[src/rtl/pgwr_pkg.sv]
// Package pgwr_pkg
// Shared width and data type for the page write buffer.
// Assumes byte-wide array data.
package pgwr_pkg;
    localparam int BYTE_W = 8;
    typedef logic [BYTE_W-1:0] byte_t;
endpackage

[src/rtl/pgwr_page_buf.sv]
// Module pgwr_page_buf
// Page staging buffer. Holds the page base, the in-page pointer, the data
// bytes and the loaded-byte mask.
// Assumes: PAGE_BYTES is a power of two, so the pointer wraps by itself.
// Assumes: the caller never asserts ld_addr and wr_byte together.
module pgwr_page_buf
    import pgwr_pkg::*;
#(
    parameter int ADDR_W     = 12,
    parameter int PAGE_BYTES = 32,
    parameter int OFS_W      = $clog2(PAGE_BYTES)
) (
    input  logic                clk,
    input  logic                rst_n,
    input  logic                ld_addr,
    input  logic [ADDR_W-1:0]   addr_in,
    input  logic                wr_byte,
    input  byte_t               byte_in,
    input  logic                flush,
    input  logic [OFS_W-1:0]    rd_ofs,
    output logic [ADDR_W-OFS_W-1:0] page_base,
    output logic [PAGE_BYTES-1:0]   mask,
    output byte_t               rd_data
);
    localparam int BASE_W = ADDR_W - OFS_W;

    byte_t              store [PAGE_BYTES];
    logic [OFS_W-1:0]   ptr_q;
    logic [BASE_W-1:0]  base_q;
    logic [PAGE_BYTES-1:0] mask_q;
    logic               take_byte;

    // A byte is accepted only when no flush or address load has priority.
    assign take_byte = wr_byte & ~flush & ~ld_addr;

    // Data storage. There is no reset: validity comes from the mask alone.
    always_ff @(posedge clk) begin
        if (take_byte) begin
            store[ptr_q] <= byte_in;
        end
    end

    // Pointer, base and mask. The mask tracks which offsets hold fresh data.
    always_ff @(posedge clk) begin
        if (!rst_n) begin
            ptr_q  <= '0;
            base_q <= '0;
            mask_q <= '0;
        end else if (flush) begin
            mask_q <= '0;
        end else if (ld_addr) begin
            base_q <= addr_in[ADDR_W-1:OFS_W];
            ptr_q  <= addr_in[OFS_W-1:0];
            mask_q <= '0;
        end else if (take_byte) begin
            mask_q[ptr_q] <= 1'b1;
            ptr_q         <= ptr_q + 1'b1;
        end
    end

    assign page_base = base_q;
    assign mask      = mask_q;
    assign rd_data   = store[rd_ofs];
endmodule

[src/rtl/pgwr_cycle_timer.sv]
// Module pgwr_cycle_timer
// Self-timed write cycle counter. A start pulse holds busy high for exactly
// CYCLE_CLKS clocks. count gives the position inside the cycle.
// Assumes: start is never pulsed while busy is high.
module pgwr_cycle_timer #(
    parameter int CYCLE_CLKS = 48,
    parameter int CNT_W      = $clog2(CYCLE_CLKS + 1)
) (
    input  logic             clk,
    input  logic             rst_n,
    input  logic             start,
    output logic             busy,
    output logic [CNT_W-1:0] count,
    output logic             done
);
    logic             busy_q;
    logic [CNT_W-1:0] cnt_q;

    // The final cycle of the write window.
    assign done = busy_q && (cnt_q == CNT_W'(CYCLE_CLKS - 1));

    // Counts through the window and drops busy after the last cycle.
    always_ff @(posedge clk) begin
        if (!rst_n) begin
            busy_q <= 1'b0;
            cnt_q  <= '0;
        end else if (start && !busy_q) begin
            busy_q <= 1'b1;
            cnt_q  <= '0;
        end else if (done) begin
            busy_q <= 1'b0;
            cnt_q  <= '0;
        end else if (busy_q) begin
            cnt_q  <= cnt_q + 1'b1;
        end
    end

    assign busy  = busy_q;
    assign count = cnt_q;
endmodule

[src/rtl/pgwr_commit.sv]
// Module pgwr_commit (top)
// Collects the data bytes of a write command into a page buffer. On STOP it
// commits the loaded bytes during a self-timed cycle, scanning one offset per
// clock. Write protect is sampled at STOP.
// Assumes: the protocol engine withholds ACK while busy is high.
// Assumes: CYCLE_CLKS >= PAGE_BYTES, so the scan fits inside the window.
module pgwr_commit
    import pgwr_pkg::*;
#(
    parameter int ADDR_W     = 12,
    parameter int PAGE_BYTES = 32,
    parameter int CYCLE_CLKS = 48
) (
    input  logic              clk,
    input  logic              rst_n,
    input  logic              addr_load,
    input  logic [ADDR_W-1:0] addr_in,
    input  logic              byte_vld,
    input  logic [7:0]        byte_in,
    input  logic              stop_seen,
    input  logic              restart_seen,
    input  logic              wp_in,
    output logic              mem_we,
    output logic [ADDR_W-1:0] mem_addr,
    output logic [7:0]        mem_wdata,
    output logic              busy
);
    localparam int OFS_W  = $clog2(PAGE_BYTES);
    localparam int BASE_W = ADDR_W - OFS_W;
    localparam int CNT_W  = $clog2(CYCLE_CLKS + 1);

    logic                  quiet, term, go, flush, ld, wb;
    logic                  done, scan_on;
    logic [CNT_W-1:0]      count;
    logic [OFS_W-1:0]      scan_ofs;
    logic [BASE_W-1:0]     page_base;
    logic [PAGE_BYTES-1:0] mask;
    byte_t                 rd_data;

    // Bus events are honoured only when no write cycle is running.
    always_comb begin
        quiet = ~busy;
        term  = quiet & (stop_seen | restart_seen);
        go    = quiet & stop_seen & (|mask) & ~wp_in;
        flush = (term & ~go) | done;
        ld    = quiet & addr_load & ~term;
        wb    = quiet & byte_vld & ~term;
    end

    pgwr_page_buf #(
        .ADDR_W    (ADDR_W),
        .PAGE_BYTES(PAGE_BYTES),
        .OFS_W     (OFS_W)
    ) buf_i (
        .clk      (clk),
        .rst_n    (rst_n),
        .ld_addr  (ld),
        .addr_in  (addr_in),
        .wr_byte  (wb),
        .byte_in  (byte_in),
        .flush    (flush),
        .rd_ofs   (scan_ofs),
        .page_base(page_base),
        .mask     (mask),
        .rd_data  (rd_data)
    );

    pgwr_cycle_timer #(
        .CYCLE_CLKS(CYCLE_CLKS),
        .CNT_W     (CNT_W)
    ) tmr_i (
        .clk  (clk),
        .rst_n(rst_n),
        .start(go),
        .busy (busy),
        .count(count),
        .done (done)
    );

    // Commit scan: the first PAGE_BYTES busy cycles visit each offset once.
    always_comb begin
        scan_ofs  = count[OFS_W-1:0];
        scan_on   = busy && (count < CNT_W'(PAGE_BYTES));
        mem_we    = scan_on && mask[scan_ofs];
        mem_addr  = {page_base, scan_ofs};
        mem_wdata = rd_data;
    end
endmodule

[config.mk]
export PLATFORM = sky130hd
export DESIGN_NAME = pgwr_commit
export DESIGN_NICKNAME = d
export VERILOG_FILES = /design/src/rtl/pgwr_pkg.sv /design/src/rtl/pgwr_page_buf.sv /design/src/rtl/pgwr_cycle_timer.sv /design/src/rtl/pgwr_commit.sv
export SDC_FILE = /design/constraint.sdc
export NUM_CORES = 1
export LEC_CHECK = 0
export BUFFER_PORTS_ARGS = -buffer_cell sky130_fd_sc_hd__buf_2
export CAP_MARGIN = 10
export CORE_ASPECT_RATIO = 2
export CORE_MARGIN = 1.5
export CORE_UTILIZATION = 38
export CTS_CLUSTER_DIAMETER = 30
export DETAILED_ROUTE_END_ITERATION = 7
export PLACE_DENSITY = 0.63
export SLEW_MARGIN = 25
export SYNTH_ARGS = -nofsm -noshare
export SYNTH_HDL_FRONTEND = slang
export SYNTH_SLANG_ARGS = --single-unit
[constraint.sdc]
create_clock -name clk -period 2.2 [get_ports clk]
set_input_delay 0 -clock clk [delete_from_list [all_inputs] [get_ports clk]]
set_output_delay 0 -clock clk [all_outputs]
set_load 0.01 [all_outputs]
======== Word-level counts from Yosys, hierarchy flattened ========
Memory sizes are Yosys's and may differ from the RTL's. A register that Yosys moved wholly into a read port is not among the register bits.
Index checks and enable logic that the tools add are counted.
operators by class
  div/mod/pow operators ................... 0
  add/subtract/negate cells ............... 2
  mux-type cells .......................... 12
  magnitude comparators ................... 4
  multiply operators ...................... 0
  shifts and indexed selects .............. 0
  eq/ne operators ......................... 1
  bitwise operators ....................... 21
  reductions and logical operators ........ 13
operators by type and width
  kind                                                               number
  OR 32 bit                                                          1
  OR reduction 32 bit                                                1
  two-way mux 5 bit                                                  4
  less-than comparator 5 x 6 -> 1 bit, second input constant         2
  AND 1 bit                                                          11
  NOT 1 bit                                                          7
  adder 6 x 1 -> 6 bit, second input constant                        1
  == test 6 bit, second input constant                               1
  less-than comparator 6 bit, second input constant                  1
  two-way mux 1 bit                                                  6
  OR reduction 3 bit                                                 2
  adder 5 x 1 -> 5 bit, second input constant                        1
  binary-select mux 1 bit (select 5 bit)                             1
  demux 1 bit (select 5 bit)                                         1
  greater-or-equal comparator 5 x 1 -> 1 bit, second input constant  1
  logical AND 1 bit                                                  5
  AND reduction 2 bit                                                2
  nonzero test 2 bit                                                 2
  OR 1 bit                                                           2
  logical NOT 1 bit                                                  1
word-level totals
  bits in writable memories ............... 256
  flip-flop bits (word level) ............. 51
  memories kept ........................... 1
  memory bits (read-only) ................. 0
  output and inout bits ................... 22
  latch bits .............................. 0
memories
  memory       depth  width  rd ports  clocked after memory_dff  write ports  RTL line             RTL
  buf_i.store  32     8      1         1                         1            pgwr_page_buf.sv:27  byte_t store [PAGE_BYTES];

======== Longest topological paths before layout ========
Gate-level depths: netlist (run 1).
  depth after elaboration ................. 12
  mapped depth ............................ 6
  mapped depth without buffers ............ 5

======== Modules after synthesis ========
A second synthesis (run 1) with hierarchy kept.
unflattened totals
  cell total of the unflattened synthesis .. 628
  area, all modules ....................... 12134.1 um^2
modules (own cells, without submodules)
  module            sequential area each (um^2)  cells each  area each (um^2)  instances
  pgwr_page_buf     8568.2                       550         11409.7           1
  pgwr_commit       0.0                          41          394.1             1
  pgwr_cycle_timer  140.1                        37          330.3             1

======== Worst setup path before layout (run 1) ========
No wires, ideal clock.
  path kind ............................... reg2out
  start point ............................. reg (tool-made name)
  end point ............................... out mem_wdata[0]
  required time ........................... 2.200 ns
  arrival ................................. 2.013 ns
  slack ................................... 0.187 ns
  cell stages (with the launch flop) ...... 6
  cells stage by stage .................... dfxtp_1 > clkbuf_1 > buf_1 > mux4_2 > mux4_2 > mux2_2
RTL lines
  item           RTL line           RTL
  end, declared  pgwr_commit.sv:25  output logic [7:0] mem_wdata,

==> reports/metrics.yaml, run 1 <==
status:
  status: "complete, but fails checks"
  violations: "negative setup slack"
clocking:
  cts_buffer_depth: 3
  insertion_delay_ns: 0.56
  root_buffer: "clkbuf_16"
  cts_sinks: 312
  h-tree-depth: 1
  cts.clk_slew.worst_paths_ns: 0.06
  cts_inserted_buffers: 31
  cts_tree: "built"
setup_path:
  reg2reg_to: "buf_i.page_base[2]$_SDFFE_PN0P_"
  cp_slowest_cell: "mux4_2"
  reg2reg_slack_ns: 0.13
  end_kind: "output port"
  critical_path_class: "flip-flop to output port"
  worst_setup_path_start_kind: "flip-flop"
  crit_family: "multiplexers"
  cp.arrival_ns: 2.74
  cp_num_buf_inv: 3
  worst_path_most_repeated_cell: "mux4_2"
  path_cells: "buf_8 > buf_12 > mux4_2 > mux4_2 > mux2_4 > buf_6"
  slowest_delay_ns: 0.57
  reg2reg_depth: 6
  crit_path_end: "mem_wdata[2]"
  r2r-start: "tmr_i.busy$_SDFFE_PN0P_"
  critical_path_required_ns: 2.20
  cp_max_fo: 8
  cp.depth: 6
synthesis:
  synth_area_mm2: 0.0125
  synth-edff-count: 256
  ys.warnings.count: 0
  ys_ff_latch: 312
  synth_nets: 724
  synthTopCellsByArea: "edfxtp_1 61%, mux4_2 16%, dfxtp_1 8.9%"
  synth_top_cell_area_share: 0.614
  syn_inst: 692
  synth_largest_area_cell: "edfxtp_1"
  synth_flop_cell: "edfxtp_1"
  async_flop_share: 0
  synth_area_per_cell_um2: 18.1
  yosysSeqAreaShare: 0.703
  synth.distinct_cells: 49
final_layout:
  diodes: 0
  final_nets: 859
  utilization: 0.473
  area_delta_synth_final_pct: 22.1
  final_layout_size_suffix_gt1_frac: 0.335
  stdcell_count: 1276
  regArea_mm2: 0.00882
  multi_input_area_mm2: 0.00352
  layout.cells.most_common: "edfxtp_1"
  final_cell_mix: "256 x edfxtp_1, 87 x mux4_2, 58 x buf_4"
  fillers: 2817
timing:
  finalClockSkew_ns: 0.00912
  rsz0062_at_grt: "yes"
  max_freq_ghz: 0.365
  setup_ws_ns: -0.539
  finalCritPeriodShare: 1.25
  setup_viol: 8
  worst_pin_slew_ns: 0.705
  min_period_ns: 2.74
  max-slew-margin-rel: 0.529
  slew_viol_final: 0
  hold_viol_final: 0
pwr:
  p_int_mw: 9.99
  switching_share: 0.194
  p_leak_nw: 4.90
  comb_power_share: 0.023
  p_switching_mw: 2.40
  power.density_mw_per_mm2: 810
  pwr-share-seq: 0.516
  ir_drop_mv: 0.596
  p_clk_frac: 0.461
floorplanning:
  core_area_mm2: 0.0323
  die-area_mm2: 0.0341
  rows: 93
  start_util: 0.387
  die_h_um: 260
  io_pins: 49
  die_w_um: 131
job:
  cap_violations: 0
global_routing:
  track_usage: 0.179
  grt_pass1_wl_mm: 45.0
  antenna_found_initial: 0
  grt_max_degree: 33
  overflow: 0
  grt_pass1_vias: 7412
detailed_routing:
  drt-vias-per-instance: 5.37
  routedWlPerCell_um: 23.3
  via_count: 6847
  wl_mm: 29.7
  drtIter0Drc: 345
  drcViolationCount: 0
  drtPass1Iterations: 4
  final_antenna_net_count: 0
placement:
  gp_congestion: 0.834
  dp_cells: 1184
  io_buffers: 48
  post-place-ws_ns: 0.00814
  hpwl_mm: 20.2
hold_path:
  hold_path_class: "input port to flip-flop"
-- layout make-up --
class                           instances  area share
Sequential cell                       312       0.577
Multi-Input combinational cell        327       0.230
Timing Repair Buffer                  151      0.0830
Clock buffer                           40      0.0591
Tap cell                              427      0.0349
Clock inverter                         15      0.0148
Inverter                                4    0.000982
-- repair_timing --
action,CTS,global route
endpoints found under the setup margin,9,15
setup buffers,4,4
endpoints found under the hold margin,251,0
hold buffers,33,0
gates resized for setup,19,9
pin swaps,3,4
cloned,1,0
-- state kept, by name, summed over array words and instances, names as in the netlist, named ones only --
signal	cells
buf_i.page_base	7
tmr_i.count	6
buf_i.store	256
buf_i.mask	32
tmr_i.busy	1
buf_i.ptr_q	5
-- per-layer routing --
metal  track usage  up-vias  share of wire
li1              -     3072              -
met1         0.172     3529           0.32
met2         0.359      176           0.58
met3        0.0185       70          0.035
met4         0.107        0          0.062
met5             0        -              0
-- worst min-delay path by stage --
stage | startpoint | end | slack, ns | depth (start not counted)
floorplan | byte_in[0] | buf_i.store[0][0]$_DFFE_PP_ | 0.1 | 0
global placement | addr_in[8] | buf_i.page_base[3]$_SDFFE_PN0P_ | 0.25 | 3
detailed placement | addr_in[8] | buf_i.page_base[3]$_SDFFE_PN0P_ | 0.26 | 3
CTS | wp_in | buf_i.mask[9]$_SDFFE_PP0P_ | 0.001 | 5
global route | wp_in | buf_i.mask[10]$_SDFFE_PP0P_ | 0.05 | 5
finish | stop_seen | buf_i.ptr_q[0]$_SDFFE_PN0P_ | 0.03 | 4
-- synthesized netlist by cell type, types with 2 or more instances --
cell	n
buf_1	11
nor3_1	3
o21ai_0	7
a21oi_1	33
mux4_2	87
xor2_1	2
buf_4	11
xnor2_1	3
mux2i_1	2
nor3b_2	4
ha_1	5
inv_1	4
edfxtp_1	256
nand3_1	6
and2_1	4
dfxtp_1	56
nand2b_1	3
mux2_2	10
or3b_2	2
nand3b_1	3
nor4_1	8
nand4_1	6
a211oi_1	32
a21boi_0	10
and3b_1	2
clkbuf_1	25
nor2_1	42
nor3b_1	10
nand2_1	25
-- through the flow --
step	area [um2]	hold slack, ns	total power [mW]	setup TNS, ns
after floorplan	12500	0.0989	6.61	0
after global placement	13700	0.251	6.75	0
after detailed placement	13700	0.259	6.76	0
after CTS	15300	0.00139	12.5	-4.41
after global routing	15300	0.0509	12.7	-4.53
final	15300	0.0280	12.4	-4.02
-- power by group through the flow --
stage | Clock, mW | Sequential [mW] | Combinational (mW)
after global placement | 0 | 6.52 | 0.226
after global routing | 6.02 | 6.39 | 0.307
after detailed placement | 0 | 6.52 | 0.233
after CTS | 5.81 | 6.39 | 0.282
after floorplan | 0 | 6.53 | 0.0851
final | 5.71 | 6.39 | 0.283
-- logic make-up (layout without fill, tap and decap cells) --
logic type	after synthesis	count (layout)	synth area share
AND/OR/NAND/NOR	126	126	0.0538
adder cells (fa/ha/maj)	5	5	0.00499
XOR/XNOR	5	5	0.00350
multiplexers	99	99	0.167
AO/OA/AOI/OAI	92	92	0.0476
buffers and inverters	53	210	0.0199
flip-flops	312	312	0.703
-- worst register-to-register path, stage by stage (launching register included) --
cell	delay, ns
dfxtp_1	0.38
buf_4	0.21
nor4b_4	0.38
buf_4	0.22
nand2_1	0.05
a21boi_0	0.17
dlygate4sd3_1	0.60
Power figures use the tool's default switching activity.
==> run 2: changes to the inputs <==
Clock period 2.2 ns to 3.2 ns, I/O delays scaled along.
==> reports/metrics.yaml, run 2 (synthesized netlist as in run 1, its figures left out) <==
pwr:
  p_total_mw: 8.13  # was 12.4 mW
  power.density_mw_per_mm2: 546  # was 810 mW/mm2
  ir_drop_mv: 0.400  # was 0.596 mV
  p_leak_nw: 4.67  # was 4.90 nW
clocking:
  post_cts_buffers: 0  # was 4
  insertion_delay_ns: 0.56  # about the same
  post_cts_resized: 0  # was 19
  cts_inserted_buffers: 31  # unchanged
  root_buffer: "clkbuf_16"  # unchanged
  h-tree-depth: 1  # unchanged
  cts_sinks: 312  # unchanged
  cts.clk_slew.worst_paths_ns: 0.07  # was 0.06 ns
  hold_buffers: 41  # was 33
  cts_tree: "built"  # unchanged
  cts_buffer_depth: 3  # unchanged
hold_path:
  whs_path_depth: 1  # was 4
  hold-path-endpoint: "buf_i.store[28][2]$_DFFE_PP_"  # was buf_i.ptr_q[0]$_SDFFE_PN0P_
  hold_path_class: "input port to flip-flop"  # unchanged
  min_from: "byte_in[2]"  # was stop_seen
setup_path:
  critical_path_class: "flip-flop to flip-flop"  # was flip-flop to output port
  cp.arrival_ns: 3.49  # was 2.74 ns
  reg2reg_depth: 7  # was 6
  cp_max_fo: 13  # was 8
  r2r-start: "tmr_i.busy$_SDFFE_PN0P_"  # unchanged
  critical_path_required_ns: 3.65  # was 2.20 ns
  reg2reg_to: "buf_i.ptr_q[1]$_SDFFE_PN0P_"  # was buf_i.page_base[2]$_SDFFE_PN0P_
  end_kind: "flip-flop"  # was output port
  reg2reg_slack_ns: 0.16  # was 0.13 ns
  worst_setup_path_start_kind: "flip-flop"  # unchanged
detailed_routing:
  drtPass1Iterations: 4  # unchanged
  routedWlPerCell_um: 23.3  # about the same
  drcViolationCount: 0  # unchanged
  drt-vias-per-instance: 5.40  # was 5.37
  final_antenna_net_count: 0  # unchanged
  wl_mm: 29.4  # was 29.7 mm
  drtIter0Drc: 456  # was 345
  via_count: 6826  # was 6847
floorplanning:
  core_area_mm2: 0.0323  # unchanged
  io_pins: 49  # unchanged
  die_w_um: 131  # unchanged
  die_h_um: 260  # unchanged
  start_util: 0.387  # unchanged
  rows: 93  # unchanged
  die-area_mm2: 0.0341  # unchanged
placement:
  io_buffers: 48  # unchanged
  gp_congestion: 0.798  # was 0.834
  post-place-ws_ns: 0.740  # was 0.00814 ns
  hpwl_mm: 19.9  # was 20.2 mm
  dp_cells: 1166  # was 1184
final_layout:
  final_nets: 845  # was 859
  area_delta_synth_final_pct: 18.9  # was 22.1%
  largest_reg_flops: 256  # unchanged
  fillers: 2850  # was 2817
  diodes: 0  # unchanged
  final_cell_mix: "256 x edfxtp_1, 87 x mux4_2, 54 x dfxtp_1"  # was 256 x edfxtp_1, 87 x mux4_2, 58 x buf_4
  stdcell_count: 1264  # was 1276
  final_layout_size_suffix_gt1_frac: 0.312  # was 0.335
  regMostFlops: "buf_i.store"  # unchanged
  layout.cells.most_common: "edfxtp_1"  # unchanged
global_routing:
  antenna_found_initial: 0  # unchanged
  grt_pass1_vias: 7304  # was 7412
  track_usage: 0.177  # was 0.179
  grt_max_degree: 65  # was 33
  grt_pass1_wl_mm: 45.0  # about the same
  overflow: 0  # unchanged
timing:
  max_freq_ghz: 0.329
  max-slew-margin-rel: 0.350  # was 0.529
  finalClockSkew_ns: 0.0158  # was 0.00912 ns
  hold_viol_final: 0  # unchanged
  setup_ws_ns: 0.156  # was -0.539 ns
  slew_viol_final: 0  # unchanged
  hold_ws_ns: 0.00585  # was 0.0280 ns
  setup_viol: 0  # was 8
  finalCritPeriodShare: 0.951
  min_period_ns: 3.04
  fin_tns_setup_ns: 0  # was -4.02 ns
  worst_pin_slew_ns: 0.974  # was 0.705 ns
  rsz0062_at_grt: "no"  # was yes
status:
  status: "completed"  # was complete, but fails checks
job:
  cap_violations: 0  # unchanged
==> run 2: worst max path at each step <==
stage	depth (start not counted)	to	startpoint
final	7	buf_i.ptr_q[1]$_SDFFE_PN0P_	tmr_i.busy$_SDFFE_PN0P_
after global routing	7	buf_i.ptr_q[1]$_SDFFE_PN0P_	tmr_i.busy$_SDFFE_PN0P_
after CTS	5	mem_wdata[6]	flip-flop
after detailed placement	5	mem_wdata[6]	flip-flop
after global placement	5	mem_wdata[2]	flip-flop
after floorplan	5	mem_wdata[0]	flip-flop
==> run 2: critical path, stage by stage, from the launching register on <==
cell	delay, ns
dfxtp_1	0.39
buf_4	0.22
or4b_2	0.87
nand2_1	0.14
nand3_1	0.08
dlygate4sd3_1	0.56
o211a_1	0.12
dlygate4sd3_1	0.55
==> run 2: layer usage <==
layer,vias to the layer above,global-route usage,part of all wire
met5,-,0,0
met4,0,0.0846,0.051
met3,56,0.0177,0.030
met2,151,0.356,0.59
met1,3573,0.179,0.33
li1,3046,-,-
==> run 2: layout make-up <==
class,instances,area [um2],area share
flip-flops and latches,312,8810,0.592
inverters,4,15.0,0.00101
repair buffers,137,1050,0.0704
clock buffers,32,779,0.0523
multi-input cells,327,3480,0.234
clock inverters,25,221,0.0149
well taps,427,534,0.0359
==> run 2: power by group <==
group | leakage, nW | switching (mW) | internal, mW
clock | 0.485 | 1.63 | 1.91
sequential | 2.75 | 0.00685 | 4.39
combinational | 1.43 | 0.117 | 0.0701
==> run 2: per-stage QoR <==
| stage | utilization | cell area [um2] |
|---|---|---|
| after floorplan | - | 12500 |
| after global placement | 0.417 | 13500 |
| after detailed placement | 0.417 | 13500 |
| after CTS | 0.460 | 14900 |
| after global routing | 0.460 | 14900 |
| final | 0.460 | 14900 |
==> run 3: changes to the inputs <==
Settings changed: BUFFER_PORTS_ARGS -buffer_cell sky130_fd_sc_hd__buf_2 to not set, DONT_BUFFER_PORTS set to 1, PLACE_DENSITY 0.63 to 0.62.
==> reports/metrics.yaml, run 3 (synthesized netlist as in run 1, its figures left out) <==
setup_path:
  cp_num_buf_inv: 3  # unchanged
  critical_path_class: "flip-flop to flip-flop"  # unchanged
  end_kind: "flip-flop"  # unchanged
  path_cells: "nor3_1 > dlygate4sd3_1 > o21a_1 > o21ai_0 > dlygate4sd3_1 > a21boi_0 > dlygate4sd3_1"  # was buf_4 > or4b_2 > nand2_1 > nand3_1 > dlygate4sd3_1 > o211a_1 > dlygate4sd3_1
  worst_path_most_repeated_cell: "dlygate4sd3_1"  # unchanged
  crit_family: "buffers and inverters"  # unchanged
  cp_slowest_cell: "dlygate4sd3_1"  # was or4b_2
  cp.arrival_ns: 3.39  # was 3.49 ns
  worst_setup_path_start_kind: "flip-flop"  # unchanged
  cp_max_fo: 11  # was 13
  slowest_delay_ns: 0.61  # was 0.87 ns
  critical_path_required_ns: 3.66  # was 3.65 ns
floorplanning:
  io_pins: 49  # unchanged
  core_area_mm2: 0.0323  # unchanged
  die_w_um: 131  # unchanged
  die-area_mm2: 0.0341  # unchanged
  start_util: 0.387  # unchanged
  die_h_um: 260  # unchanged
  rows: 93  # unchanged
detailed_routing:
  routedWlPerCell_um: 25.4  # was 23.3 um
  drt-vias-per-instance: 5.66  # was 5.40
  drcViolationCount: 0  # unchanged
  drtIter0Drc: 509  # was 456
  wl_mm: 30.7  # was 29.4 mm
  via_count: 6827  # was 6826
  final_antenna_net_count: 0  # unchanged
  drtPass1Iterations: 5  # was 4
timing:
  slew_viol_final: 0  # unchanged
  setup_viol: 0  # unchanged
  finalClockSkew_ns: 0.0181  # was 0.0158 ns
  max-slew-margin-rel: 0.266  # was 0.350
  fin_tns_setup_ns: 0  # unchanged
  rsz0062_at_grt: "no"  # unchanged
  worst_pin_slew_ns: 1.10  # was 0.974 ns
  finalCritPeriodShare: 0.917  # was 0.951
  hold_ws_ns: 0.0177  # was 0.00585 ns
  min_period_ns: 2.94  # was 3.04 ns
  hold_viol_final: 0  # unchanged
  max_freq_ghz: 0.341  # was 0.329 GHz
pwr:
  ir_drop_mv: 0.334  # was 0.400 mV
  p_leak_nw: 4.45  # was 4.67 nW
  power.density_mw_per_mm2: 579  # was 546 mW/mm2
clocking:
  root_buffer: "clkbuf_16"  # unchanged
  insertion_delay_ns: 0.51  # was 0.56 ns
  cts.clk_slew.worst_paths_ns: 0.06  # was 0.07 ns
  cts_sinks: 312  # unchanged
  cts_inserted_buffers: 35  # was 31
  h-tree-depth: 2  # was 1
  cts_tree: "built"  # unchanged
  cts_buffer_depth: 3  # unchanged
  post_cts_buffers: 0  # unchanged
placement:
  io_buffers: 0  # was 48
  gp_congestion: 0.815  # was 0.798
  hpwl_mm: 20.4  # was 19.9 mm
global_routing:
  track_usage: 0.182  # was 0.177
  grt_max_degree: 65  # unchanged
  grt_pass1_wl_mm: 45.2  # was 45.0 mm
  overflow: 0  # unchanged
  antenna_found_initial: 0  # unchanged
  grt_pass1_vias: 7322  # was 7304
final_layout:
  final_layout_size_suffix_gt1_frac: 0.266  # was 0.312
  regMostFlops: "buf_i.store"  # unchanged
  area_delta_synth_final_pct: 17.2  # was 18.9%
  final_nets: 785  # was 845
  final_cell_mix: "256 x edfxtp_1, 87 x mux4_2, 53 x dfxtp_1"  # was 256 x edfxtp_1, 87 x mux4_2, 54 x dfxtp_1
  largest_reg_flops: 256  # unchanged
  diodes: 0  # unchanged
  layout.cells.most_common: "edfxtp_1"  # unchanged
job:
  cap_violations: 0  # unchanged
hold_path:
  hold_path_class: "input port to flip-flop"  # unchanged
status:
  status: "completed"  # unchanged
==> run 3: where the power goes <==
group | internal [mW] | switching, mW | total (mW)
registers | 4.39 | 0.00906 | 4.40
logic | 0.0575 | 0.106 | 0.164
clock network | 2.25 | 1.68 | 3.93
total | 6.70 | 1.80 | 8.50
==> run 3: worst paths after layout <==
path | startpoint | endpoint | slack (ns) | depth (start not counted)
setup / recovery | tmr_i.busy$_SDFFE_PN0P_ | buf_i.ptr_q[3]$_SDFFE_PN0P_ | 0.26 | 7
hold / removal | byte_in[2] | buf_i.store[8][2]$_DFFE_PP_ | 0.02 | 1
setup reg to reg | tmr_i.busy$_SDFFE_PN0P_ | buf_i.ptr_q[3]$_SDFFE_PN0P_ | 0.26 | 7
hold reg to reg | buf_i.mask[30]$_SDFFE_PP0P_ | buf_i.mask[30]$_SDFFE_PP0P_ | 0.53 | 2
==> run 3: per-layer routing <==
layer | vias to the layer above | global-route usage | share of wire
li1 | 2934 | - | -
met5 | - | 0 | 0
met1 | 3584 | 0.181 | 0.33
met4 | 0 | 0.0917 | 0.044
met3 | 73 | 0.0283 | 0.051
met2 | 236 | 0.360 | 0.57
==> run 3: area by class of cell <==
class	count	area [um2]
clock buffer	40	937
clock inverter	23	216
fill	2799	17700
inverter	4	15.0
multi-input combinational	327	3480
sequential	312	8810
tap	427	534
timing repair buffer	73	686
==> run 3: stage by stage <==
step                std cells  total power, mW  setup WS, ns   util  instance area (um2)
CTS                      1206             8.57         0.165  0.455                14700
floorplan                 692             4.54          1.19      -                12500
global placement         1105             4.56         0.825  0.406                13100
detailed placement       1105             4.57         0.753  0.406                13100
global route             1206             8.71         0.137  0.454                14700
finish                   1206             8.50         0.264  0.454                14700
==> run 3: what timing repair did <==
| action | CTS | global route |
|---|---|---|
| endpoints found under the hold margin | 280 | 0 |
| setup endpoints to repair | 0 | 2 |
| hold buffers | 38 | 0 |
| resized for setup | 0 | 1 |
